### src/rtl/owt_pkg.sv
package owt_pkg;
  localparam int unsigned OWT_WORD_W = 32;
  localparam int unsigned OWT_ADDR_W = 2 * OWT_WORD_W;
  localparam int unsigned OWT_SLOT_BITS = 5;
  localparam int unsigned OWT_FLD_W = 3;

  typedef enum logic [OWT_FLD_W-1:0] {
    FLD_MATCH_LO = 3'd0,
    FLD_MATCH_HI = 3'd1,
    FLD_REMAP_LO = 3'd2,
    FLD_REMAP_HI = 3'd3,
    FLD_MASK_LO  = 3'd4,
    FLD_MASK_HI  = 3'd5,
    FLD_ACTION   = 3'd6,
    FLD_UNUSED   = 3'd7
  } owt_field_e;

  typedef struct packed {
    logic [OWT_ADDR_W-1:0] match;
    logic [OWT_ADDR_W-1:0] mask;
    logic [OWT_ADDR_W-1:0] remap;
    logic [OWT_WORD_W-1:0] action;
  } owt_cfg_t;
endpackage

### src/rtl/owt_window_regs.sv
module owt_window_regs
  import owt_pkg::*;
#(
  parameter int unsigned WIN_IDX = 0,
  parameter int unsigned SEL_W   = 3
) (
  input  logic                  clk,
  input  logic                  rst_n,
  input  logic                  wr_en,
  input  logic [SEL_W-1:0]      wr_win,
  input  logic [OWT_FLD_W-1:0]  wr_fld,
  input  logic [OWT_WORD_W-1:0] wr_data,
  output owt_cfg_t              cfg
);
  owt_cfg_t cfg_q, cfg_d;
  logic     sel;

  assign sel = wr_en && (wr_win == SEL_W'(WIN_IDX));

  always_comb begin
    cfg_d = cfg_q;
    if (sel) begin
      case (owt_field_e'(wr_fld))
        FLD_MATCH_LO: cfg_d.match[OWT_WORD_W-1:0]          = wr_data;
        FLD_MATCH_HI: cfg_d.match[OWT_ADDR_W-1:OWT_WORD_W] = wr_data;
        FLD_REMAP_LO: cfg_d.remap[OWT_WORD_W-1:0]          = wr_data;
        FLD_REMAP_HI: cfg_d.remap[OWT_ADDR_W-1:OWT_WORD_W] = wr_data;
        FLD_MASK_LO:  cfg_d.mask[OWT_WORD_W-1:0]           = wr_data;
        FLD_MASK_HI:  cfg_d.mask[OWT_ADDR_W-1:OWT_WORD_W]  = wr_data;
        FLD_ACTION:   cfg_d.action                         = wr_data;
        default:      cfg_d = cfg_q;
      endcase
    end
  end

  always_ff @(posedge clk or negedge rst_n) begin
    if (!rst_n) begin
      cfg_q <= '0;
    end else if (sel) begin
      cfg_q <= cfg_d;
    end
  end

  assign cfg = cfg_q;
endmodule

### src/rtl/owt_window_match.sv
module owt_window_match
  import owt_pkg::*;
(
  input  owt_cfg_t              cfg,
  input  logic [OWT_ADDR_W-1:0] addr,
  output logic                  hit,
  output logic [OWT_ADDR_W-1:0] xlated
);
  logic                  win_on;
  logic [OWT_ADDR_W-1:0] cmp_val;

  always_comb begin
    win_on  = cfg.match[0];
    cmp_val = {cfg.match[OWT_ADDR_W-1:1], 1'b0};
    hit     = win_on && ((addr & cfg.mask) == (cmp_val & cfg.mask));
    xlated  = (cfg.remap & cfg.mask) | (addr & ~cfg.mask);
  end
endmodule

### src/rtl/owt_select.sv
module owt_select
  import owt_pkg::*;
#(
  parameter int unsigned NUM_WIN = 8,
  localparam int unsigned WIN_W  = $clog2(NUM_WIN)
) (
  input  logic [NUM_WIN-1:0]                 hits,
  input  logic [NUM_WIN-1:0][OWT_ADDR_W-1:0] xlated,
  input  logic [NUM_WIN-1:0][OWT_WORD_W-1:0] actions,
  input  logic [OWT_ADDR_W-1:0]              pass_addr,
  output logic                               any_hit,
  output logic [WIN_W-1:0]                   win_idx,
  output logic [OWT_ADDR_W-1:0]              out_addr,
  output logic [OWT_WORD_W-1:0]              out_action
);
  always_comb begin
    any_hit    = 1'b0;
    win_idx    = '0;
    out_addr   = pass_addr;
    out_action = '0;
    for (int i = NUM_WIN - 1; i >= 0; i--) begin
      if (hits[i]) begin
        any_hit    = 1'b1;
        win_idx    = WIN_W'(i);
        out_addr   = xlated[i];
        out_action = actions[i];
      end
    end
  end
endmodule

### src/rtl/outbound_window_xlate.sv
module outbound_window_xlate
  import owt_pkg::*;
#(
  parameter int unsigned NUM_WIN = 8,
  localparam int unsigned WIN_W  = $clog2(NUM_WIN),
  localparam int unsigned REG_AW = WIN_W + OWT_SLOT_BITS
) (
  input  logic                  clk,
  input  logic                  rst_n,
  input  logic                  gbl_en,
  input  logic                  wr_en,
  input  logic [REG_AW-1:0]     wr_addr,
  input  logic [OWT_WORD_W-1:0] wr_data,
  input  logic                  req_valid,
  input  logic [OWT_ADDR_W-1:0] req_addr,
  output logic                  rsp_valid,
  output logic                  rsp_hit,
  output logic [OWT_ADDR_W-1:0] rsp_addr,
  output logic [OWT_WORD_W-1:0] rsp_action,
  output logic [WIN_W-1:0]      rsp_win
);
  logic [WIN_W-1:0]                   wr_win;
  logic [OWT_FLD_W-1:0]               wr_fld;
  owt_cfg_t [NUM_WIN-1:0]             cfgs;
  logic [NUM_WIN-1:0]                 win_hit;
  logic [NUM_WIN-1:0]                 win_hit_g;
  logic [NUM_WIN-1:0][OWT_ADDR_W-1:0] win_xl;
  logic [NUM_WIN-1:0][OWT_WORD_W-1:0] win_act;

  logic                  sel_hit;
  logic [WIN_W-1:0]      sel_idx;
  logic [OWT_ADDR_W-1:0] sel_addr;
  logic [OWT_WORD_W-1:0] sel_act;

  logic                  valid_q, valid_d;
  logic                  hit_q, hit_d;
  logic [OWT_ADDR_W-1:0] addr_q, addr_d;
  logic [OWT_WORD_W-1:0] act_q, act_d;
  logic [WIN_W-1:0]      win_q, win_d;

  assign wr_win = wr_addr[REG_AW-1:OWT_SLOT_BITS];
  assign wr_fld = wr_addr[OWT_SLOT_BITS-1:2];

  for (genvar w = 0; w < NUM_WIN; w++) begin : g_win
    owt_window_regs #(.WIN_IDX(w), .SEL_W(WIN_W)) u_regs (
      .clk     (clk),
      .rst_n   (rst_n),
      .wr_en   (wr_en),
      .wr_win  (wr_win),
      .wr_fld  (wr_fld),
      .wr_data (wr_data),
      .cfg     (cfgs[w])
    );
    owt_window_match u_match (
      .cfg    (cfgs[w]),
      .addr   (req_addr),
      .hit    (win_hit[w]),
      .xlated (win_xl[w])
    );
    assign win_act[w]   = cfgs[w].action;
    assign win_hit_g[w] = win_hit[w] && gbl_en;
  end

  owt_select #(.NUM_WIN(NUM_WIN)) u_sel (
    .hits       (win_hit_g),
    .xlated     (win_xl),
    .actions    (win_act),
    .pass_addr  (req_addr),
    .any_hit    (sel_hit),
    .win_idx    (sel_idx),
    .out_addr   (sel_addr),
    .out_action (sel_act)
  );

  always_comb begin
    valid_d = req_valid;
    hit_d   = req_valid && sel_hit;
    addr_d  = sel_addr;
    act_d   = sel_act;
    win_d   = sel_idx;
  end

  always_ff @(posedge clk or negedge rst_n) begin
    if (!rst_n) begin
      valid_q <= 1'b0;
      hit_q   <= 1'b0;
    end else begin
      valid_q <= valid_d;
      hit_q   <= hit_d;
    end
  end

  always_ff @(posedge clk or negedge rst_n) begin
    if (!rst_n) begin
      addr_q <= '0;
      act_q  <= '0;
      win_q  <= '0;
    end else if (req_valid) begin
      addr_q <= addr_d;
      act_q  <= act_d;
      win_q  <= win_d;
    end
  end

  assign rsp_valid  = valid_q;
  assign rsp_hit    = hit_q;
  assign rsp_addr   = addr_q;
  assign rsp_action = act_q;
  assign rsp_win    = win_q;
endmodule

### config.mk
export PLATFORM = sky130hd
export DESIGN_NAME = outbound_window_xlate
export DESIGN_NICKNAME = d
export VERILOG_FILES = /design/src/rtl/owt_pkg.sv /design/src/rtl/owt_window_regs.sv /design/src/rtl/owt_window_match.sv /design/src/rtl/owt_select.sv /design/src/rtl/outbound_window_xlate.sv
export SDC_FILE = /design/constraint.sdc
export NUM_CORES = 2
export LEC_CHECK = 0
export BUFFER_PORTS_ARGS = -buffer_cell sky130_fd_sc_hd__buf_2
export CAP_MARGIN = 20
export CORE_MARGIN = 2
export CORE_UTILIZATION = 60
export DETAILED_ROUTE_END_ITERATION = 8
export HOLD_SLACK_MARGIN = 0.1
export PLACE_DENSITY = 0.85
export SLEW_MARGIN = 20
export SYNTH_ARGS = -nofsm -noshare
export SYNTH_HDL_FRONTEND = slang
export SYNTH_HIERARCHICAL = 1
export SYNTH_SLANG_ARGS = --single-unit
### constraint.sdc
create_clock -name clk -period 3.23 [get_ports clk]
set_input_delay 0 -clock clk [delete_from_list [all_inputs] [get_ports clk]]
set_output_delay 0 -clock clk [all_outputs]
set_load 0.05 [all_outputs]
Word level (Yosys, flattened, before mapping)
Index checks and enable logic that the tools add are counted.
{"block": "totals", "ff_bits": 1893, "latch_bits": 0, "mem_bits_rw": 0, "rom_bits": 0, "inputBits": 109, "wordCells": 245, "memories": 0}
{"block": "op_classes", "add_sub_neg": 0, "n_mul": 0, "div_mod_pow": 0, "n_lt_le_gt_ge": 0, "eq_ne": 21, "shifts": 0, "n_mux": 32, "n_bitwise": 48, "reduce_logical": 83}
{"cell": "AND 64 bit", "count": 32}
{"cell": "equality test 64 bit", "count": 8}
{"cell": "2-to-1 mux 64 bit", "count": 8}
{"cell": "inverter 64 bit", "count": 8}
{"cell": "OR 64 bit", "count": 8}
{"cell": "2-to-1 mux 32 bit", "count": 8}
{"cell": "AND reduction 2 bit", "count": 56}
{"cell": "logical AND 1 bit", "count": 25}
{"cell": "2-to-1 mux 3 bit", "count": 8}
{"cell": "equality test 3 bit, second input constant", "count": 7}
{"cell": "equality test 3 x 2 -> 1 bit, second input constant", "count": 4}
{"cell": "2-to-1 mux 1 bit", "count": 8}
{"cell": "equality test 3 x 1 -> 1 bit, second input constant", "count": 2}
{"cell": "zero test 3 bit", "count": 2}

Logic depth before layout (Yosys ltp)
{"block": "depth", "ltp_word": 13, "mapped_depth": 14, "ltp_nobuf": 11}

Hierarchy
The synthesis kept the hierarchy.
{"module": "owt_window_regs (g_win[5].u_regs ...)", "n_inst": 2, "cells_per_inst": 483, "area_per_inst_um2": 8697.1, "seq_area_each_um2": 5605.4}
{"module": "owt_window_regs (g_win[1].u_regs ...)", "n_inst": 2, "cells_per_inst": 484, "area_per_inst_um2": 8562.0, "seq_area_each_um2": 5605.4}
{"module": "owt_window_match", "n_inst": 8, "cells_per_inst": 166, "area_per_inst_um2": 1640.3, "seq_area_each_um2": 0.0}
{"module": "owt_window_regs (g_win[7].u_regs)", "n_inst": 1, "cells_per_inst": 484, "area_per_inst_um2": 8588.2, "seq_area_each_um2": 5605.4}
{"module": "owt_window_regs (g_win[3].u_regs)", "n_inst": 1, "cells_per_inst": 484, "area_per_inst_um2": 8546.9, "seq_area_each_um2": 5605.4}
{"module": "owt_window_regs (g_win[4].u_regs)", "n_inst": 1, "cells_per_inst": 484, "area_per_inst_um2": 8530.7, "seq_area_each_um2": 5605.4}
{"module": "owt_window_regs (g_win[0].u_regs)", "n_inst": 1, "cells_per_inst": 482, "area_per_inst_um2": 8341.8, "seq_area_each_um2": 5605.4}
{"module": "owt_select", "n_inst": 1, "cells_per_inst": 924, "area_per_inst_um2": 6408.6, "seq_area_each_um2": 0.0}
{"module": "outbound_window_xlate", "n_inst": 1, "cells_per_inst": 220, "area_per_inst_um2": 4281.6, "seq_area_each_um2": 2527.4}

Least setup slack after synthesis
Ideal clock, no wire load.
{"block": "synth_path", "path_kind": "register to register", "start": "reg g_win[7].u_regs.cfg_q, in the netlist g_win[7].u_regs/cfg[166]", "end": "reg addr_q[33] (netlist: rsp_addr[33])", "setup_ps": 125, "t_arrival_ps": 2812, "t_required_ps": 3105, "path_slack_ps": 293, "path_stages_with_launch": 14, "period_less_slack_ps": 2937, "cell_sequence": "dfrtp_1 xor2_1 a22o_1 a221oi_2 nand4_1 nor4_2 and2_1 buf_6 buf_6 mux2_4 a221oi_2 o21ai_1 a22o_1 mux2_4"}
{"block": "synth_between", "elab_chain_len": 12}
{"item": "start: declaration", "line_no": "owt_window_regs.sv:15", "rtl": "owt_cfg_t cfg_q, cfg_d;"}
{"item": "start signal: assignment", "line_no": "owt_window_regs.sv:40", "rtl": "cfg_q <= cfg_d;"}
{"item": "AND 64 bit", "line_no": "owt_window_match.sv:15", "rtl": "hit = win_on && ((addr & cfg.mask) == (cmp_val & cfg.mask));"}
{"item": "equality test 64 bit", "line_no": "owt_window_match.sv:15"}
{"item": "logical AND 1 bit", "line_no": "owt_window_match.sv:15"}
{"item": "net win_hit[7]", "line_no": "outbound_window_xlate.sv:25", "rtl": "logic [NUM_WIN-1:0] win_hit;"}
{"item": "logical AND 1 bit", "line_no": "outbound_window_xlate.sv:61", "rtl": "assign win_hit_g[w] = win_hit[w] && gbl_en;"}
{"item": "net win_hit_g[7]", "line_no": "outbound_window_xlate.sv:26", "rtl": "logic [NUM_WIN-1:0] win_hit_g;"}
{"item": "2-to-1 mux 64 bit (8 in series)", "line_no": "owt_select.sv:22", "rtl": "if (hits[i]) begin"}
{"item": "net addr_d[33]", "line_no": "outbound_window_xlate.sv:37", "rtl": "logic [OWT_ADDR_W-1:0] addr_q, addr_d;"}
{"item": "end signal: assignment", "line_no": "outbound_window_xlate.sv:99", "rtl": "addr_q <= addr_d;"}
{"item": "end: declaration", "line_no": "outbound_window_xlate.sv:37"}
The timed path passes the listed nets, and every way through them passes these cells.
A chain may end at the register's enable or synchronous reset.

Worst setup path after layout
{"block": "layout_path", "start": "reg g_win[4].u_regs.cfg_q, in the netlist g_win[4].u_regs/cfg[179]", "end": "reg act_q[0] (netlist: rsp_action[0])"}
{"block": "layout_between", "elab_chain_len": 9}
{"item": "start: declaration", "line_no": "owt_window_regs.sv:15"}
{"item": "start signal: assignment", "line_no": "owt_window_regs.sv:40"}
{"item": "AND 64 bit", "line_no": "owt_window_match.sv:15"}
{"item": "equality test 64 bit", "line_no": "owt_window_match.sv:15"}
{"item": "logical AND 1 bit", "line_no": "owt_window_match.sv:15"}
{"item": "net win_hit[4]", "line_no": "outbound_window_xlate.sv:25"}
{"item": "logical AND 1 bit", "line_no": "outbound_window_xlate.sv:61"}
{"item": "net win_hit_g[4]", "line_no": "outbound_window_xlate.sv:26"}
{"item": "2-to-1 mux 32 bit (5 in series)", "line_no": "owt_select.sv:22"}
{"item": "net act_d[0]", "line_no": "outbound_window_xlate.sv:38", "rtl": "logic [OWT_WORD_W-1:0] act_q, act_d;"}
{"item": "end signal: assignment", "line_no": "outbound_window_xlate.sv:100", "rtl": "act_q <= act_d;"}
{"item": "end: declaration", "line_no": "outbound_window_xlate.sv:38"}
The timed path passes the listed nets, and every way through them passes these cells.

==> impl_results.md <==
* Worst VDD drop at 613.0 µV
* Post-DRT Antenna Nets at 0
* Clock Latency Late Sink at 0.90 ns
* Row count at 143
* Initial core utilization at 0.6057
* Netlist cell types at 58
* Number of synthesized register bits at 1893
* Sum Neg Setup Slack at -56.48 ns
* Syn Nets at 6449
* H-Tree Depth at 4
* TritonCTS Buffers at 189
* Synth top area cells: dfrtp_1 (51%), mux2_2 (24%), mux2_4 (7.0%)
* Min Hold Slack at ~0.12 ns
* Hold crit path type: input pin to flip-flop
* Syn Inst Count at ~6300
* Drc violations at 1
* Leakage at 55.21 nW
* Final core area utilization at 0.7388
* CP max FO at 19
* Netlist Area Pre-Place at ~90000 µm²
* Root buffer cell: clkbuf_16
* Top FF cell, synth: dfrtp_1
* Core area at 152400 µm²
* Synth top cells by count: mux2_2 (1990), dfrtp_1 (1893), xor2_1 (504), mux2_4 (433), a221oi_1 (208)
* Most frequent cell after synthesis: mux2_2
* CTS tree: yes
* Setup CP Type: flip-flop to flip-flop
* Port-buffer cells at 207
* RR Startpoint: g_win[4].u_regs/cfg[179]
* GRT Util Overall at 0.4637
* RePlAce Congestion at 0.9943
* Post-synth EDFFs at 0
* Synth top area share at 0.5130
* Cell taking the most area after synthesis: dfrtp_1
* Arrival time worst endpoint at 4.71 ns
* Nets at 7611
* DP Area at 102300 µm²
* # setup viols final at 100
* Total number of vias at 71280
* Layout area overhead at 21.97%
* Final Max Slew Viols at 0
* Die height at 396.3 µm
* Unrepaired setup endpoints after global routing: yes
* Number of global-route vias before repair at 72640
* Final period utilization at 1.222
* Clock-pin transition on the worst setup and hold timing paths at 0.07 ns
* Largest net degree at the start of global routing at 147
* Worst Tran Pin Value at 1.287 ns
* Clock Sinks at 1893
* Reg2reg path depth at 15
* Highest achievable clock rate at 253.4 MHz
* Final period demand of the worst path at 3.946 ns
* Max-cap violations at 0
* Endpoints failing hold at 0
* WP data required at 4.00 ns
* First-pass GRT wire length at 522900 µm
* Global route overflow at 0
* DR vias/cell at between 7 and 8
* DR WL/cell at 39.41 µm
* Crit. Startpoint: g_win[4].u_regs/cfg[179]
* Finished Cell Area at 112600 µm²
* Worst slew margin at 0.1422
* Die X at 396.3 µm
* Worst Setup Start Kind: flip-flop
* Iter 0 DRT Violations at roughly 11000
* Post-Route WL at 383200 µm
* Post-synthesis async set-or-reset flop share at 1.000
* DRT Pass-1 Iters at 9
* Reg2Reg Capture Point: rsp_action[0]
* CP Capture Type: flip-flop
* Setup crit end: rsp_action[0]
* Status: complete, but fails checks
* Total number of yosys warnings at 6
* Register area share after synthesis at 0.5130
* Power per cell area at 588.4 nW/µm²
* IO Count at between 200 and 250
* Final Worst Setup Slack at -0.7160 ns
* Initial antenna violation count at 68
* Failing checks: DRC, setup timing
* R2r setup slk at -0.72 ns
* Layout cell share with drive strength beyond 1 at 0.5685
* # fillers at 8320
* Die ar. at 157100 µm²
* Detailed Place HPWL at 222600 µm
* Syn avg cell area at 14.56 µm²
* Clock tree buffer depth at 3
* Final Skew at about 0.066 ns
-- layout by cell type (no fill, tap or decap), types with 11 or more instances in the layout --
| cell | n |
|---|---|
| a221oi_4 | 44 |
| mux2_2 | 1971 |
| buf_4 | 852 |
| xor2_1 | 503 |
| buf_6 | 52 |
| a21oi_1 | 75 |
| dfrtp_1 | 1893 |
| o21ai_2 | 34 |
| o31a_1 | 11 |
| buf_8 | 21 |
| buf_2 | 201 |
| o21a_1 | 15 |
| mux2_1 | 29 |
| a22o_1 | 169 |
| o21ai_1 | 67 |
| clkbuf_1 | 32 |
| clkinv_2 | 39 |
| o221ai_2 | 25 |
| bufinv_16 | 13 |
| a22oi_1 | 34 |
| dlygate4sd3_1 | 56 |
| clkbuf_16 | 195 |
| buf_12 | 115 |
| inv_1 | 66 |
| diode_2 | 38 |
| mux2_4 | 452 |
| a21o_1 | 49 |
| a221oi_2 | 122 |
| nand2_1 | 25 |
| o21ai_0 | 80 |
| nand4_1 | 32 |
| nor2_1 | 12 |
| clkbuf_8 | 44 |
| a221oi_1 | 120 |
| o221a_2 | 21 |
-- worst max-delay path, cell delays in order (launching register included) --
cell,delay [ns]
dfrtp_1,0.39
xor2_1,0.15
a22o_1,0.26
a221oi_2,0.33
buf_4,0.22
nand4_1,0.10
buf_4,0.23
nor4_2,0.27
and2_4,0.22
inv_4,0.07
buf_4,0.16
buf_4,0.25
o21ai_0,0.28
o31a_1,0.47
o21ai_1,0.12
mux2_4,0.28
-- final cells by class --
cell class | count | area, µm² | share of cell area
Antenna cell | 38 | 95.09 | 0.0008443
Clock buffer | 265 | 5455 | 0.04844
Clock inverter | 79 | 1031 | 0.009154
Inverter | 68 | 257.7 | 0.002289
Multi-Input combinational cell | 4040 | 44360 | 0.3939
Sequential cell | 1893 | 47370 | 0.4206
Tap cell | 2030 | 2540 | 0.02255
Timing Repair Buffer | 1310 | 11510 | 0.1022
-- where the power goes --
| group | switching [mW] | internal [mW] | total [mW] |
|---|---|---|---|
| logic | 6.78 | 6.53 | 13.3 |
| registers | 2.70 | 26.8 | 29.5 |
| clock network | 10.5 | 12.9 | 23.4 |
| total | 20.0 | 46.3 | 66.3 |
-- layer usage --
metal / wire [µm] / vias to the layer above / global-route usage
met5: 798 / - / 0.005850
met2: 157000 / 6684 / 0.6651
met3: 56630 / 2729 / 0.1922
li1: - / 26030 / -
met4: 45710 / 51 / 0.3940
met1: 123100 / 35780 / 0.5387
-- through the flow --
stage	setup WS [ns]	total power, mW	cells
final	-0.7160	66.27	9723
after global routing	-0.8016	67.51	9706
after CTS	-0.5138	64.54	9643
after detailed placement	-0.8604	41.41	9202
after global placement	-0.8887	40.78	9202
after floorplan	0.2934	35.20	6340
-- cell families after synthesis --
group,after synthesis,share of synthesized area
compound gates,882,0.07764
xor+xnor,504,0.04780
buf+inv,409,0.02835
flops,1893,0.5130
mux,2467,0.3183
simple gates,185,0.01495
-- worst min-delay path by stage --
stage / start / to / slack [ns] / cells past startpoint
6_report: req_addr[41] / rsp_addr[41] / 0.12 / 6
5_1_grt: req_addr[41] / rsp_addr[41] / 0.13 / 6
4_1_cts: req_addr[44] / rsp_addr[44] / 0.10 / 5
3_5_place_dp: rst_n / g_win[6].u_regs/cfg[108] / -0.08 / 1
3_3_place_gp: rst_n / g_win[7].u_regs/cfg[163] / -0.08 / 1
2_1_floorplan: rst_n / g_win[0].u_regs/cfg[0] / -0.30 / 0
-- registers in the layout (all words and copies together) (netlist names) --
register          flops
rsp_win               3
rsp_addr             64
rsp_valid             1
rsp_hit               1
rsp_action           32
g_win.u_regs/cfg   1792
-- repair_timing --
item | CTS | global route
hold buffers | 57 | 0
hold endpoints to repair | 2980 | 0
cloned | 13 | 7
gates resized for setup | 251 | 172
pin swaps | 143 | 117
setup buffers | 38 | 52
endpoints found under the setup margin | 100 | 100
Note: power is estimated with default switching activity, not from simulation.
